### src/rtl/pacer_pkg.sv
package pacer_pkg;
  typedef enum logic [1:0] {
    ACC_LATCH = 2'b00,
    ACC_LO    = 2'b01,
    ACC_HI    = 2'b10,
    ACC_PAIR  = 2'b11
  } acc_e;
endpackage

### src/rtl/pacer_port.sv
module pacer_port
  import pacer_pkg::*;
#(
  parameter int BUS_W = 8,
  localparam int CNT_W = 2 * BUS_W
) (
  input  logic             clk_i,
  input  logic             rst_ni,
  input  logic             ctl_we_i,
  input  acc_e             ctl_acc_i,
  input  logic             dat_we_i,
  input  logic             dat_re_i,
  input  logic [BUS_W-1:0] wdata_i,
  input  logic [CNT_W-1:0] live_i,
  output logic [BUS_W-1:0] rdata_o,
  output logic [CNT_W-1:0] count_o,
  output logic             stop_o,
  output logic             start_o
);
  acc_e             acc_q;
  logic             wr_hi_q, rd_hi_q, latched_q, stop_q, start_q;
  logic [CNT_W-1:0] hold_q, count_q;
  logic [CNT_W-1:0] src;
  logic             hi_sel;

  always_ff @(posedge clk_i or negedge rst_ni) begin
    if (!rst_ni) begin
      acc_q     <= ACC_PAIR;
      wr_hi_q   <= 1'b0;
      rd_hi_q   <= 1'b0;
      latched_q <= 1'b0;
      stop_q    <= 1'b0;
      start_q   <= 1'b0;
      hold_q    <= '0;
      count_q   <= '0;
    end else begin
      stop_q  <= 1'b0;
      start_q <= 1'b0;
      if (ctl_we_i) begin
        if (ctl_acc_i == ACC_LATCH) begin
          if (!latched_q) begin
            hold_q    <= live_i;
            latched_q <= 1'b1;
            rd_hi_q   <= 1'b0;
          end
        end else begin
          acc_q     <= ctl_acc_i;
          wr_hi_q   <= 1'b0;
          rd_hi_q   <= 1'b0;
          latched_q <= 1'b0;
          stop_q    <= 1'b1;
        end
      end else begin
        if (dat_we_i) begin
          case (acc_q)
            ACC_LO: begin
              count_q <= {{BUS_W{1'b0}}, wdata_i};
              start_q <= 1'b1;
            end
            ACC_HI: begin
              count_q <= {wdata_i, {BUS_W{1'b0}}};
              start_q <= 1'b1;
            end
            ACC_PAIR: begin
              if (!wr_hi_q) begin
                count_q[BUS_W-1:0] <= wdata_i;
                wr_hi_q            <= 1'b1;
                stop_q             <= 1'b1;   // first byte halts the stage
              end else begin
                count_q[CNT_W-1:BUS_W] <= wdata_i;
                wr_hi_q                <= 1'b0;
                start_q                <= 1'b1;
              end
            end
            default: ;
          endcase
        end
        if (dat_re_i) begin
          if (acc_q == ACC_PAIR) rd_hi_q <= ~rd_hi_q;
          if (latched_q && (acc_q != ACC_PAIR || rd_hi_q)) latched_q <= 1'b0;
        end
      end
    end
  end

  always_comb begin
    src     = latched_q ? hold_q : live_i;
    hi_sel  = (acc_q == ACC_HI) || (acc_q == ACC_PAIR && rd_hi_q);
    rdata_o = hi_sel ? src[CNT_W-1:BUS_W] : src[BUS_W-1:0];
  end

  assign count_o = count_q;
  assign stop_o  = stop_q;
  assign start_o = start_q;

  // Held value must not move until released by a read or a new access type.
  assert_hold_frozen_R8: assert property (@(posedge clk_i) disable iff (!rst_ni)
    (latched_q && !dat_re_i && !ctl_we_i) |=> (latched_q && $stable(hold_q)));
endmodule

### src/rtl/pacer_sqwave.sv
module pacer_sqwave #(
  parameter int CNT_W = 16
) (
  input  logic             clk_i,
  input  logic             rst_ni,
  input  logic             en_i,
  input  logic             stop_i,
  input  logic             start_i,
  input  logic [CNT_W-1:0] count_i,
  output logic             out_o,
  output logic             rise_o,
  output logic [CNT_W-1:0] cnt_o
);
  logic [CNT_W-1:0] cnt_q, dec, nxt;
  logic             out_q, run_q, fresh_q, step, term;

  always_comb begin
    // odd count: first step of high phase takes 1, of low phase takes 3
    if (fresh_q && cnt_q[0]) dec = out_q ? CNT_W'(1) : CNT_W'(3);
    else                     dec = CNT_W'(2);
    nxt    = cnt_q - dec;
    term   = (nxt == '0);
    step   = run_q && en_i && !stop_i;
    rise_o = step && term && !out_q;
  end

  always_ff @(posedge clk_i or negedge rst_ni) begin
    if (!rst_ni) begin
      cnt_q   <= '0;
      out_q   <= 1'b1;
      run_q   <= 1'b0;
      fresh_q <= 1'b0;
    end else if (stop_i) begin
      run_q <= 1'b0;
      out_q <= 1'b1;
    end else if (start_i && !run_q) begin
      run_q   <= 1'b1;
      out_q   <= 1'b1;
      cnt_q   <= count_i;
      fresh_q <= 1'b1;
    end else if (step) begin
      if (term) begin
        out_q   <= ~out_q;
        cnt_q   <= count_i;   // reload picks up any rewritten count
        fresh_q <= 1'b1;
      end else begin
        cnt_q   <= nxt;
        fresh_q <= 1'b0;
      end
    end
  end

  assign out_o = out_q;
  assign cnt_o = cnt_q;

  assert_idle_high_R1: assert property (@(posedge clk_i) disable iff (!rst_ni)
    !run_q |-> out_q);
  assert_stop_idles_R5: assert property (@(posedge clk_i) disable iff (!rst_ni)
    stop_i |=> (out_q && !run_q));
  assert_half_steady_R3: assert property (@(posedge clk_i) disable iff (!rst_ni)
    (run_q && en_i && !stop_i && !term) |=> $stable(out_q));
  assert_count_gated_R9: assert property (@(posedge clk_i) disable iff (!rst_ni)
    (!en_i && !stop_i && !(start_i && !run_q)) |=> $stable(cnt_q));
endmodule

### src/rtl/pacer_divider.sv
module pacer_divider
  import pacer_pkg::*;
#(
  parameter int N_STAGES = 2,
  parameter int BUS_W    = 8,
  parameter int ADDR_W   = 2
) (
  input  logic                clk_i,
  input  logic                rst_ni,
  input  logic                wr_i,
  input  logic                rd_i,
  input  logic [ADDR_W-1:0]   addr_i,
  input  logic [BUS_W-1:0]    wdata_i,
  output logic [BUS_W-1:0]    rdata_o,
  output logic [N_STAGES-1:0] stage_out_o,
  output logic                tick_o
);
  localparam int CNT_W    = 2 * BUS_W;
  localparam int LAST     = N_STAGES - 1;
  localparam logic [ADDR_W-1:0] CTL_ADDR = {ADDR_W{1'b1}};

  logic [N_STAGES-1:0] en, rise;
  logic [BUS_W-1:0]    rd_arr [N_STAGES];
  logic                ctl_hit, tick_q;
  logic [1:0]          ctl_sel;
  acc_e                ctl_acc;

  assign ctl_hit = wr_i && (addr_i == CTL_ADDR);
  assign ctl_sel = wdata_i[BUS_W-1:BUS_W-2];
  assign ctl_acc = acc_e'(wdata_i[BUS_W-3:BUS_W-4]);
  assign en[0]   = 1'b1;

  for (genvar i = 0; i < N_STAGES; i++) begin : g_stage
    logic [CNT_W-1:0] count, live;
    logic             stop, start, out;

    if (i > 0) begin : g_chain
      assign en[i] = rise[i-1];
    end

    pacer_port #(.BUS_W(BUS_W)) i_port (
      .clk_i    (clk_i),
      .rst_ni   (rst_ni),
      .ctl_we_i (ctl_hit && (ctl_sel == 2'(i))),
      .ctl_acc_i(ctl_acc),
      .dat_we_i (wr_i && (addr_i == ADDR_W'(i))),
      .dat_re_i (rd_i && (addr_i == ADDR_W'(i))),
      .wdata_i  (wdata_i),
      .live_i   (live),
      .rdata_o  (rd_arr[i]),
      .count_o  (count),
      .stop_o   (stop),
      .start_o  (start)
    );

    pacer_sqwave #(.CNT_W(CNT_W)) i_wave (
      .clk_i  (clk_i),
      .rst_ni (rst_ni),
      .en_i   (en[i]),
      .stop_i (stop),
      .start_i(start),
      .count_i(count),
      .out_o  (out),
      .rise_o (rise[i]),
      .cnt_o  (live)
    );

    assign stage_out_o[i] = out;
  end

  always_comb begin
    rdata_o = '0;
    for (int k = 0; k < N_STAGES; k++)
      if (addr_i == ADDR_W'(k)) rdata_o = rd_arr[k];
  end

  always_ff @(posedge clk_i or negedge rst_ni) begin
    if (!rst_ni) tick_q <= 1'b0;
    else         tick_q <= rise[LAST];
  end
  assign tick_o = tick_q;

  assert_tick_single_R10: assert property (@(posedge clk_i) disable iff (!rst_ni)
    tick_o |=> !tick_o);
  assert_tick_on_high_R10: assert property (@(posedge clk_i) disable iff (!rst_ni)
    tick_o |-> stage_out_o[LAST]);
  assert_tick_after_rise_R9: assert property (@(posedge clk_i) disable iff (!rst_ni)
    $rose(stage_out_o[LAST]) |-> tick_o);
endmodule

### config.mk
export PLATFORM = sky130hd
export DESIGN_NAME = pacer_divider
export DESIGN_NICKNAME = d
export VERILOG_FILES = /design/src/rtl/pacer_pkg.sv /design/src/rtl/pacer_port.sv /design/src/rtl/pacer_sqwave.sv /design/src/rtl/pacer_divider.sv
export SDC_FILE = /design/constraint.sdc
export NUM_CORES = 1
export LEC_CHECK = 0
export ABC_CLOCK_PERIOD_IN_PS = 3480
export BUFFER_PORTS_ARGS = -buffer_cell sky130_fd_sc_hd__buf_2
export CAP_MARGIN = 30
export CORE_MARGIN = 2
export CORE_UTILIZATION = 55
export CTS_BUF_LIST = sky130_fd_sc_hd__clkbuf_16
export CTS_CLUSTER_DIAMETER = 50
export DETAILED_ROUTE_END_ITERATION = 8
export HOLD_SLACK_MARGIN = 0.1
export PLACE_DENSITY = 0.72
export REMOVE_ABC_BUFFERS = 1
export SETUP_SLACK_MARGIN = 0.02
export SYNTH_ARGS = -nofsm -noshare
export SYNTH_HDL_FRONTEND = slang
export SYNTH_SLANG_ARGS = --single-unit
export TNS_END_PERCENT = 20
### constraint.sdc
create_clock -name clk_i -period 3.48 [get_ports clk_i]
set_input_delay 0.348 -clock clk_i [delete_from_list [all_inputs] [get_ports clk_i]]
set_output_delay 0.348 -clock clk_i [all_outputs]
set_load 0.005 [all_outputs]
After elaboration in Yosys (flattened, before gate mapping):

Cells that the tools add are included.
W data, S select, Z words.

* memories kept: 0
* bits in registers: 117
* latch bits: 0
* RAM bits: 0
* bits of input ports: 14
* bits in read-only memories: 0
* logic and storage cells: 213
* output and inout port bits: 11

* shifts and indexed selects: 0
* mux-type cells: 81
* bitwise operators: 9
* reductions and logical operators: 75
* divide/modulo/power cells: 0
* add/subtract/negate cells: 2
* multiply operators: 0
* equality and inequality tests: 19
* magnitude comparators: 0

Operators by type and width (count)
* $mux W16: 10
* $pmux W16 S3: 2
* $mux W8: 8
* $mux W1: 57
* $logic_not A16 Y1: 2
* $sub A16 B16 Y16: 2
* $reduce_bool A2 Y1: 12
* $logic_and A1 B1 Y1: 22
* $reduce_and A2 Y1: 10
* $reduce_bool A3 Y1: 6
* $reduce_and A4 Y1: 4
* $ne A2 B2 Y1 const B: 6
* $reduce_and A3 Y1: 4
* $eq A2 B2 Y1 const B: 5
* $not A1 Y1: 9
* $eq A2 B1 Y1 const B: 4
* $logic_not A1 Y1: 6
* $logic_not A2 Y1: 3
* $ne A3 B3 Y1 const B: 2
* $logic_or A1 B1 Y1: 4
* $mux W2: 2
* $ne A2 B1 Y1 const B: 2
* $pmux W1 S2: 2
* $reduce_or A2 Y1: 2

Longest topological paths before layout:

Gate-level depths: netlist of run 1.

* depth after elaboration: 11
* depth in mapped cells: 12
* gate-level depth less buffers: 10

Cells and area by module:

From an unflattened synthesis of run 1, not the netlist that was laid out.

* cells, all modules: 651
* area total of the unflattened synthesis: 6972.9 um2

By module, submodules not included
* pacer_port: cells an instance 146, sequential area each 978.4 um2, times used 2, area an instance 1951.9 um2
* pacer_sqwave at g_stage[1].i_wave: cells an instance 164, sequential area each 476.7 um2, times used 1, area an instance 1451.4 um2
* pacer_sqwave at g_stage[0].i_wave: cells an instance 165, sequential area each 476.7 um2, times used 1, area an instance 1396.3 um2
* pacer_divider: cells an instance 30, sequential area each 25.0 um2, times used 1, area an instance 221.5 um2

Worst setup path before layout of run 1:

No wires, ideal clock.

* path type: flip-flop to flip-flop
* start: register g_stage[0].i_wave.out_q
* end: register g_stage[0].i_wave.cnt_q[5]
* path slack: 0.298 ns
* stages on the path, launching flop included: 12
* data arrival time: 3.056 ns
* data required time: 3.354 ns
* period minus slack after synthesis: 3.182 ns
* path buffers: 1
* path through: dfstp_2 nand3_1 inv_1 ha_1 or4_1 o41ai_1 and3_1 nand4b_2 nand2_4 buf_6 nor4_1 a311o_1

* word-level cells in the longest chain between the ends: 7

Ends and longest elaborated chain
* start: declaration: RTL line pacer_sqwave.sv:15 `logic out_q, run_q, fresh_q, step, term;`
* start signal: assignment: RTL line pacer_sqwave.sv:43 `out_q <= ~out_q;`
* $mux W2 (*): RTL line pacer_sqwave.sv:19 `if (fresh_q && cnt_q[0]) dec = out_q ? CNT_W'(1) : CNT_W'(3);`
* $mux W16 (*): RTL line pacer_sqwave.sv:19
* $sub A16 B16 Y16 (*): RTL line pacer_sqwave.sv:21 `nxt = cnt_q - dec;`
* $logic_not A16 Y1: RTL line pacer_sqwave.sv:22 `term = (nxt == '0);`
* $mux W16 (*): RTL line pacer_sqwave.sv:42 `if (term) begin`
* $mux W16 (*): RTL line pacer_sqwave.sv:41 `end else if (step) begin`
* $mux W16 (*): RTL line pacer_sqwave.sv:36 `end else if (start_i && !run_q) begin`
* end signal: assignment: RTL line pacer_sqwave.sv:39 `cnt_q <= count_i;`
* end signal: assignment: RTL line pacer_sqwave.sv:44 `cnt_q <= count_i;`
* end signal: assignment: RTL line pacer_sqwave.sv:47 `cnt_q <= nxt;`
* end: declaration: RTL line pacer_sqwave.sv:14 `logic [CNT_W-1:0] cnt_q, dec, nxt;`

Mark *: on every way between the ends. The rest lies on a longest branch, timed or not. The select of a mux whose other input is x is not followed.
A chain may end at the register's enable or synchronous reset.

Worst setup path in the final report of run 1:

* start: register g_stage[0].i_wave.out_q
* end: register g_stage[0].i_wave.cnt_q[9]

Same word-level chain as after synthesis.

==> results of run 1 <==
[cell families after synthesis]
kind of cell             count (synthesis)
AND/OR/NAND/NOR                        246
XOR/XNOR                                 3
flip-flops                             117
multiplexers                            63
other                                    1
AO/OA/AOI/OAI                          160
buffers and inverters                   74
adder cells (fa/ha/maj)                 10
[power groups by stage]
stage	clock network [mW]	logic, mW	registers (mW)
detailed placement	0	1.51	2.15
floorplan	0	1.07	2.00
finish	1.83	1.64	2.16
global route	1.91	1.81	2.20
CTS	1.84	1.54	2.14
global placement	0	1.45	2.13
[per-layer routing]
| layer | part of all wire [%] | wire length (um) | vias to the layer above | track usage (%) |
|---|---|---|---|---|
| met2 | 46 | 7850 | 253 | 41.2 |
| met4 | 1.7 | 287 | 0 | 9.02 |
| met3 | 7.1 | 1220 | 31 | 6.32 |
| met1 | 45 | 7690 | 2618 | 39.4 |
| met5 | 0 | 0 | - | 0 |
| li1 | - | - | 2492 | - |
[sequential cells by signal (all words and copies together), names as in the netlist]
name,cells
g_stage.i_port.count_o,32
g_stage.i_port.hold_q,32
g_stage.i_wave.cnt_o,32
g_stage.i_port.acc_q,4
g_stage.i_port.latched_q,2
g_stage.i_port.rd_hi_q,2
g_stage.i_port.start_o,2
g_stage.i_port.stop_o,2
g_stage.i_port.wr_hi_q,2
g_stage.i_wave.fresh_q,2
g_stage.i_wave.out_o,2
g_stage.i_wave.run_q,2
tick_o,1
[area by class of cell]
type | instances | area (sq um) | share of cell area [%]
clock buffers | 17 | 425 | 5.57
clock inverters | 15 | 190 | 2.49
inverters | 28 | 105 | 1.38
multi-input cells | 485 | 3420 | 44.8
flip-flops and latches | 117 | 2940 | 38.4
well taps | 143 | 179 | 2.34
repair buffers | 49 | 384 | 5.03
[layout by cell type (no fill, tap or decap), types with 10 or more instances in the layout]
cell type	count
nor3_1	16
clkbuf_16	18
nand3_1	11
nand2_1	111
or3_1	11
mux2_2	31
buf_4	19
mux4_2	16
nor4_1	10
a22o_1	10
nor2_1	27
o21ai_0	82
a21oi_1	10
inv_1	30
dfrtp_1	111
mux2i_1	16
buf_2	23
[worst reg2reg max path, delay by kind of cell (launching register included)]
family,cells,cell delay [ps]
buf+inv,1,150
fa+ha+maj,1,580
flops,1,570
simple gates,7,1690
compound gates,1,290
[final timing paths]
check                                                     to  depth (start not counted)
worst max-delay path              g_stage[0].i_wave.cnt_o[9]                         10
worst min-delay path            g_stage[0].i_port.count_o[9]                          3
worst max register to register    g_stage[0].i_wave.cnt_o[9]                         10
worst min register to register    g_stage[0].i_port.acc_q[0]                          2
max in group asynchronous            g_stage[0].i_wave.out_o                          3
min in group asynchronous       g_stage[0].i_port.count_o[4]                          2
[repair_timing]
action / 4_1_cts / 5_1_grt
pin swaps: 1 / 6
hold endpoints to repair: 49 / 0
buffers inserted: 2 / 2
hold buffers: 1 / 0
gates cloned: 0 / 2
endpoints found under the setup margin: 26 / 33
resized for setup: 2 / 13
==> impl_results.md, run 1 <==
- CP arrival: 3700 ps
- Switching power: 1.98 mW
- Post-synth ARST share: 100%
- Crit-path slowest cell: or4b_2
- Tcrit/Tclk final: between 90% and 100%
- Synthesized area per cell: 9.76 sq um
- Main combinational cell family by area after synthesis: simple AND/OR/NAND/NOR gates
- CP delay by family, top: simple AND/OR/NAND/NOR gates
- Post-synth EDFFs: 0
- Highest cell delay on the worst timing path: approximately 640 ps
- CTS tree: yes
- Post-route DRC: 0
- Largest net degree at the start of global routing: 64
- Drt pass-1 iters: 5
- Post-Synth XOR/XNOR Area: 0.399%
- Fraction of the mapped netlist area in adder cells: 2.13%
- Peak VDD IR: 511 uV
- Power Total: roughly 5.6 mW
- HPWL after DPL: 11.6 mm
- Sink Count: 117
- Wire per inst: between 15 and 20 um
- Slew @ Worst Pin: 904 ps
- Simple-gate share of the synthesized area: 18.5%
- Area Growth Syn to Fin: 16.1%
- Maximum operating frequency: 0.295 GHz
- Internal: 3.65 mW
- Placed cells: 815
- HP Class: primary input to flop
- Synth unique cells: 67
- Top post-synthesis cells by area: dfrtp_1, nand2_1, o21ai_0
- Max Clock Skew: approximately 11 ps
- Number of global-route vias before repair: 5,008
- Fillcell total: 880
- Core area: approximately 12,000 sq um
- Vias: 5,394
- Slew margin rel.: 39.4%
- Hold Vio Cnt, Final: 0
- Reg-to-Reg Start: g_stage[0].i_wave.out_o
- Final ANT Viol Nets: 0
- Top cell type by total area after synthesis: dfrtp_1
- Final-stage net count: 722
- Ys flop type: dfrtp_1
- Outcome: finished clean
- Flop pwr share: roughly two fifths
- Crit Path Class: flop to flop
- Worst path required time: around 3800 ps
- CTS root buf: clkbuf_16
- Num CTS Buffers: 17
- Sw Ratio: 35.2%
- IO buf count: 24
- FP Rows: 39
- Die Y: 113 um
- Worst Setup End Kind: flop
- Startpoint types: flop
- Design Area, Final: 7640 sq um
- Post-Syn Area: between 6000 and 7000 sq um
- Worst setup startpoint: g_stage[0].i_wave.out_o
- Antenna cells: 0
- Deepest clock path buffer count: 2
- Overall routing resource usage: 27.3%
- Synth warnings: 0
- Final core occ: about two thirds
- Initial antenna violation count: 0
- Mux cell area share after synthesis: 13.2%
- Final worst slack: 87.6 ps
- Max-cap violations: 0
- Reg clk slew, reported paths: roughly 60 ps
- Crit-path cells: nand3_2 -> fa_1 -> or4b_2 -> nor3_4 -> and3_4 -> nand4b_4 -> nand2_2 -> buf_4 -> nor4_1 -> a311o_1
- Die Wd: 113 um
- Reg2reg setup slack: a little under 90 ps
- Syn Inst Count: 674
- #FFs+latches synth: 117
- CP Max Fanout: 7
- Most frequent cell after synthesis: nand2_1
- First-pass GRT wire length: about 27 mm
- Max-slew violations: 0
- Compound-Gate Fraction of Synth Area: 16.0%
- PwrDens: 737 nW/um^2
- Post-synth top area share: between 40 and 50%
- Die area: 12,900 sq um
- Gpl congestion: 0.912
- Final worst path period need: 3390 ps
- Hold_ws: approximately 220 ps
- Initial DRC Count: 514
- DR vias/cell: 6.32
- Finished Layout Cells: between 800 and 900
- Proportion of power drawn by combinational gates: 29.1%
- Clock power share: between 30% and 40%
- Sequential fraction of the synthesis area: 44.6%
- DP Area: 6850 sq um
- Layout cells sized above 1: 22.4%
- Pleak: ~3.4 nW
- Final setup viols: 0
- Most instantiated cells after synthesis: nand2_1, dfrtp_1, o21ai_0, mux2_2, inv_1
- Ports: 25
- Worst skew pair latency: 430 ps
- CTS HTree Levels: 4
- Dpl ws: -18.8 ps
- Remaining global-route overflow: 0
- Total Routed Length: 17.0 mm
- Setup TNS: 0 ps
- CP bufs+invs: 1
- Initial Util: around 57%
- Worst Hold Launch: wdata_i[1]
(Power assumes the default switching activity.)
==> inputs of run 2 (changes only) <==
- CORE_MARGIN: 2 -> 4
==> impl_results.md, run 2 (same netlist as run 1, synthesis figures left out) <==
- Hold_ws: 248 ps (+26.2 ps)
- FP Rows: 39 (unchanged)
- CTS tree: yes
- IO buf count: 24 (unchanged)
- Initial Util: 56.9% (unchanged)
- Power Total: 5.31 mW (-5.7%)
- Fillcell total: 889 (+1.0%)
- Peak VDD IR: 326 uV (-36%)
- Startpoint types: flop
- Worst setup startpoint: g_stage[0].i_wave.out_o
- Slew @ Worst Pin: 913 ps (+9.07 ps)
- Final ANT Viol Nets: 0 (unchanged)
- Design Area, Final: 7470 sq um (-2.2%)
- DR vias/cell: 6.38 (+0.99%)
- CP Max Fanout: 5 (-2)
- Critical R2R Capture: g_stage[0].i_wave.cnt_o[11]
- DP Area: 6860 sq um (about the same)
- Slew margin rel.: 39.2% (-0.20 points)
- Highest cell delay on the worst timing path: 610 ps (-30 ps)
- Worst skew pair latency: 410 ps (-20 ps)
- Crit Path Class: flop to flop
- CTS root buf: clkbuf_16
- PwrDens: 710 nW/um^2 (-3.6%)
- Vias: 5,428 (+0.63%)
- Layout cells sized above 1: 20.8% (-1.6 points)
- Unrepaired setup endpoints after global routing: true
- HPWL after DPL: 11.7 mm (+1.6%)
- Initial DRC Count: 540 (+5.1%)
- Sink Count: 117 (unchanged)
- Crit-path slowest cell: fa_1
- Max-slew violations: 0 (unchanged)
- Final setup viols: 0 (unchanged)
- Worst path required time: 3770 ps (about the same)
- Deepest clock path buffer count: 2 (unchanged)
- Remaining global-route overflow: 0 (unchanged)
- Gpl congestion: 0.949 (+4.0%)
- Wire per inst: 19.4 um (-2.9%)
- Die Y: 117 um (+3.5%)
- CP delay by family, top: simple AND/OR/NAND/NOR gates
- Outcome: finished clean
- Hold Vio Cnt, Final: 0 (unchanged)
- Initial antenna violation count: 0 (unchanged)
- Reg clk slew, reported paths: 50 ps (about the same)
- Number of global-route vias before repair: 5,126 (+2.4%)
- Most frequent cells in the layout: nand2_1, dfrtp_1, o21ai_0
- CP endpoint: g_stage[0].i_wave.cnt_o[11]
- Reg-to-Reg Start: g_stage[0].i_wave.out_o
- CP bufs+invs: 1 (unchanged)
- Worst reg-to-reg path cell count: 10 (unchanged)
- Setup TNS: 0 ps (unchanged)
- Final-stage net count: 719 (-0.42%)
- Die area: 13,800 sq um (+7.2%)
- Pleak: 3.40 nW (-1.5%)
- HP Class: primary input to flop
- Antenna cells: 0 (unchanged)
- Maximum operating frequency: 0.295 GHz (about the same)
- Core area: 11,600 sq um (unchanged)
- Area Growth Syn to Fin: 13.6%
- CP Depth: 10 (unchanged)
- Crit-path cells: nand3_1 -> fa_1 -> or4b_2 -> nor3_2 -> and3_4 -> nand4b_4 -> buf_4 -> a31oi_1 -> nor2b_1 -> a311o_1
- Post-route DRC: 0 (unchanged)
- Tcrit/Tclk final: 97.5% (about the same)
- Drt pass-1 iters: 5 (unchanged)
- Max-cap violations: 0 (unchanged)
- Multi-input logic area: 3390 sq um (-0.95%)
- Die Wd: 117 um (+3.5%)
- Reg2reg setup slack: 90 ps (about the same)
- CP arrival: 3690 ps (about the same)
- Max Clock Skew: 5.67 ps (-5.35 ps)
- Sequential Area: 2940 sq um (unchanged)
- CTS HTree Levels: 4 (unchanged)
- Num CTS Buffers: 17 (unchanged)
- Largest net degree at the start of global routing: 72 (+13%)
- Worst Setup End Kind: flop
- Overall routing resource usage: 24.4% (-2.9 points)
- Final core occ: 64.6% (-1.4 points)
- First-pass GRT wire length: 26.8 mm (+0.15%)
- Total Routed Length: 16.5 mm (-3.2%)
- Final worst path period need: 3390 ps (-0.794 ps)
- Ports: 25 (unchanged)
- Post-CTS setup buffers: 0 (-2)
run 2: layout make-up:
cell class | count | area share, %
Clock inverter | 15 | 1.52
Timing Repair Buffer | 46 | 4.39
Multi-Input combinational cell | 485 | 45.3
Inverter | 28 | 1.41
Sequential cell | 117 | 39.3
Clock buffer | 17 | 5.69
Tap cell | 143 | 2.39
run 2: worst min path at each step:
stage / slack (ps) / end / startpoint / cells after the start
2_1_floorplan: 50 / g_stage[0].i_port.count_o[0] / rst_ni / 0
3_3_place_gp: 460 / g_stage[0].i_port.count_o[13] / g_stage[0].i_port.count_o[13] / 2
3_5_place_dp: 470 / g_stage[1].i_port.hold_q[1] / g_stage[1].i_port.hold_q[1] / 2
4_1_cts: 230 / g_stage[0].i_port.count_o[10] / wdata_i[2] / 3
5_1_grt: 250 / g_stage[1].i_port.count_o[0] / wdata_i[0] / 3
6_report: 250 / g_stage[0].i_port.count_o[8] / wdata_i[0] / 3
run 2: stage by stage:
stage	worst slack (ps)	instances
5_1_grt	-16.2	851
3_5_place_dp	70.1	817
2_1_floorplan	-676	629
6_report	88.4	851
4_1_cts	34.6	851
3_3_place_gp	135	817
run 2: worst register-to-register path, delay by kind of cell, from the launching register on:
family                   cells  cell delay (ps)
buffers and inverters        1              200
flip-flops                   1              530
AND/OR/NAND/NOR              6             1440
adder cells (fa/ha/maj)      1              610
AO/OA/AOI/OAI                2              490
run 2: layer usage:
| metal | track usage (%) | share of wire (%) | wire [um] |
|---|---|---|---|
| met1 | 35.7 | 45 | 7480 |
| met2 | 36.7 | 46 | 7610 |
| met3 | 4.57 | 7.0 | 1160 |
| met4 | 8.36 | 1.5 | 247 |
| met5 | 0 | 0 | 0 |
run 2: what timing repair did:
item,in CTS,in global routing
endpoints found under the setup margin,1,30
pin swaps,1,4
resized for setup,2,9
hold endpoints to repair,5,0
cloned,1,0
hold buffers,1,0
run 2: where the power goes:
group | internal, mW | switching (mW)
clock | 1.02 | 0.568
combinational | 0.696 | 0.868
sequential | 1.73 | 0.433
total | 3.44 | 1.87
==> inputs of run 3 (changes only) <==
- SYNTH_HIERARCHICAL: not set -> 1
==> impl_results.md, run 3 <==
- Proportion of power drawn by combinational gates: 35.0% (+5.5 points)
- Critical R2R Capture: g_stage[0].i_wave/cnt_o[11]
- Most instantiated cells after synthesis: dfrtp_1, nor2_1, nand2_1, inv_1, o21ai_0
- Vias: 5,426 (-0.037%)
- Number of global-route vias before repair: 5,345 (+4.3%)
- Layout cells sized above 1: 28.5% (+7.8 points)
- IO buf count: 24 (unchanged)
- Outcome: finished clean
- Placed cells: 837 (+2.4%)
- Final setup viols: 0 (unchanged)
- Reg2reg setup slack: 120 ps (+30 ps)
- Final ANT Viol Nets: 0 (unchanged)
- Ys flop type: dfrtp_1
- Most frequent cells in the layout: dfrtp_1, nor2_1, nand2_1
- Slew @ Worst Pin: 908 ps (-4.13 ps)
- CP arrival: 3690 ps (about the same)
- Setup TNS: 0 ps (unchanged)
- #FFs+latches synth: 117 (unchanged)
- Maximum operating frequency: 0.298 GHz (+1.0%)
- Sw Ratio: 37.3% (+2.0 points)
- Die Y: 121 um (+2.7%)
- PwrDens: 762 nW/um^2 (+7.3%)
- HPWL after DPL: 12.4 mm (+5.4%)
- Worst reg-to-reg path cell count: 10 (unchanged)
- Core area: 12,200 sq um (+5.6%)
- Most frequent cell after synthesis: dfrtp_1
- Slew margin rel.: 39.4% (+0.28 points)
- CP Max Fanout: 11 (+6)
- Internal: 3.82 mW (+11%)
- Initial antenna violation count: 0 (unchanged)
- Min-Delay Path Depth: 3 (unchanged)
- Max-cap violations: 0 (unchanged)
- Post-Syn Area: 6970 sq um (+6.0%)
- Peak VDD IR: 418 uV (+28%)
- Power Total: 6.09 mW (+15%)
- Clock power share: 26.8% (-3.1 points)
- Hold Vio Cnt, Final: 0 (unchanged)
- Largest net degree at the start of global routing: 70 (-2.8%)
- Top post-synthesis cells by area: dfrtp_1, mux4_2, mux2_4
- Area Growth Syn to Fin: 14.6%
- Final worst path period need: 3360 ps (-33.6 ps)
- Post-route DRC: 0 (unchanged)
- First-pass GRT wire length: 27.9 mm (+4.1%)
- Flop pwr share: 38.2% (-2.5 points)
- Drt pass-1 iters: 8 (+3)
- Ports: 25 (unchanged)
- Max-slew violations: 0 (unchanged)
- Post-synth top area share: 39.8% (-2.4 points)
- Die Wd: 121 um (+2.7%)
- Startpoint types: flop
- Gpl congestion: 0.944 (-0.55%)
- Reg-to-Reg Start: g_stage[0].i_wave/out_o
- DP Area: 7330 sq um (+6.9%)
- Worst Hold Launch: wdata_i[3]
- Sink Count: 117 (unchanged)
- Total Routed Length: 17.4 mm (+5.8%)
- Switching power: 2.27 mW (+21%)
- Post-synth EDFFs: 0 (unchanged)
- Reg clk slew, reported paths: 60 ps (about the same)
- Overall routing resource usage: 24.9% (+0.53 points)
- Wire per inst: 19.9 um (+2.8%)
- Deepest clock path buffer count: 2 (unchanged)
- Most common cell after layout, fill and taps aside: dfrtp_1
- Post-synth ARST share: 100% (unchanged)
- Antenna cells: 0 (unchanged)
- HP Class: primary input to flop
- Synth warnings: 6 (+6)
- Tcrit/Tclk final: 96.5% (-0.96 points)
- Finished Layout Cells: 876 (+2.9%)
- Worst path required time: 3810 ps (+40 ps)
- DR vias/cell: 6.19 (-2.9%)
- Syn Inst Count: 651 (-3.4%)
- WHS Endpoint: g_stage[0].i_port/count_o[11]
- Crit-path slowest cell: dfstp_2
- Top cell type by total area after synthesis: dfrtp_1
- FP Rows: 40 (+2.6%)
- Remaining global-route overflow: 0 (unchanged)
- Worst Setup End Kind: flop
- Sequential fraction of the synthesis area: 42.1% (-2.5 points)
- Worst skew pair latency: 420 ps (about the same)
- Crit-path cells: and3_4 -> ha_2 -> nor4_4 -> nand3_1 -> o31a_1 -> or3_4 -> buf_4 -> o31a_2 -> a21oi_1 -> a2bb2oi_1
- Die area: 14,500 sq um (+5.6%)
- Final-stage net count: 719 (unchanged)
- Max Clock Skew: 11.1 ps (+5.47 ps)
- CTS root buf: clkbuf_16
- Synthesized area per cell: 10.7 sq um (+9.7%)
- Num CTS Buffers: 17 (unchanged)
- Initial DRC Count: 446 (-17%)
- Crit Path Class: flop to flop
- Initial Util: 57.1% (+0.21 points)
- CTS tree: yes
- Design Area, Final: 7990 sq um (+6.9%)
- Highest cell delay on the worst timing path: 540 ps (-70 ps)
- CTS HTree Levels: 4 (unchanged)
- Synth unique cells: 80 (+19%)
- Pleak: 3.57 nW (+5.2%)
[run 3: cell types whose count changed in the layout (fill, tap and decap cells not counted), moves of 14 or more]
cell	change
nor2_1	+17
nand4_1	+20
buf_4	+15
nand2_1	-67
o21ai_0	-49
mux2_2	-19
mux2_4	+20
a21bo_2	+14
[run 3: how the worst max path moves through the flow]
stage                                     startpoint                     endpoint  slack [ps]  depth (start not counted)
after detailed placement  g_stage[0].i_wave/cnt_o[0]   g_stage[1].i_wave/cnt_o[6]         -30                         13
after CTS                 g_stage[0].i_wave/cnt_o[0]  g_stage[0].i_wave/cnt_o[11]          60                         10
final                        g_stage[0].i_wave/out_o  g_stage[0].i_wave/cnt_o[11]         120                         10
after global routing         g_stage[0].i_wave/out_o   g_stage[1].i_wave/cnt_o[6]         -30                         15
after global placement    g_stage[0].i_wave/cnt_o[0]   g_stage[1].i_wave/cnt_o[0]          40                         12
after floorplan           g_stage[0].i_wave/cnt_o[0]   g_stage[1].i_wave/cnt_o[7]        -420                         12
[run 3: cells by family (layout without fill, tap and decap cells)]
| kind of cell | count (synthesis) | count (layout) | share of synthesized area (%) |
|---|---|---|---|
| DFF | 117 | 117 | 42.1 |
| and+or+nand+nor | 215 | 215 | 18.1 |
| buffers and inverters | 77 | 132 | 5.58 |
| adders and majority gates | 10 | 10 | 2.01 |
| xor gates and xnor gates | 12 | 12 | 1.61 |
| other | 3 | 5 | 0.161 |
| muxes | 75 | 75 | 15.3 |
| AOI/OAI and AO/OA | 142 | 142 | 15.2 |
[run 3: through the flow]
| step | utilization, % | hold slack (ps) | worst slack, ps |
|---|---|---|---|
| after floorplan | - | 52.4 | -419 |
| after global placement | 60.0 | 479 | 39.7 |
| after detailed placement | 60.0 | 488 | -32.2 |
| after CTS | 64.8 | 214 | 58.6 |
| after global routing | 65.5 | 239 | -26.4 |
| final | 65.5 | 230 | 122 |
[run 3: per-layer routing]
metal / vias up / global-route usage [%] / wire, um
li1: 2473 / - / -
met1: 2744 / 35.8 / 8070
met2: 182 / 37.7 / 8080
met3: 27 / 5.33 / 1020
met4: 0 / 8.29 / 284
met5: - / 0 / 0
[run 3: cell type report]
class | count | area [sq um]
multi-input combinational | 459 | 3710
tap | 168 | 210
clock buffer | 17 | 425
fill | 974 | 4220
sequential | 117 | 2940
inverter | 37 | 139
clock inverter | 15 | 128
timing repair buffer | 63 | 448
[run 3: worst max-delay path: cells and delay by family, from the launching register on]
family                     cells  cell delay (ps)
AOI/OAI and AO/OA              4             1160
and+or+nand+nor                4             1100
buffers and inverters          1              170
adders and majority gates      1              310
DFF                            1              540
[run 3: what timing repair did]
item                       CTS  global route
cloned                       0             1
pin swaps                    1             5
hold buffers                 1             0
setup buffers                1             4
gates resized for setup      2            11
hold endpoints to repair    33             0
setup endpoints to repair   10            26
[run 3: power by group through the flow]
stage | registers [mW] | logic (mW) | clock network, mW
finish | 2.33 | 2.13 | 1.63
global route | 2.38 | 2.33 | 1.73
CTS | 2.30 | 2.04 | 1.66
detailed placement | 2.31 | 2.03 | 0
global placement | 2.30 | 1.94 | 0
floorplan | 2.14 | 1.40 | 0
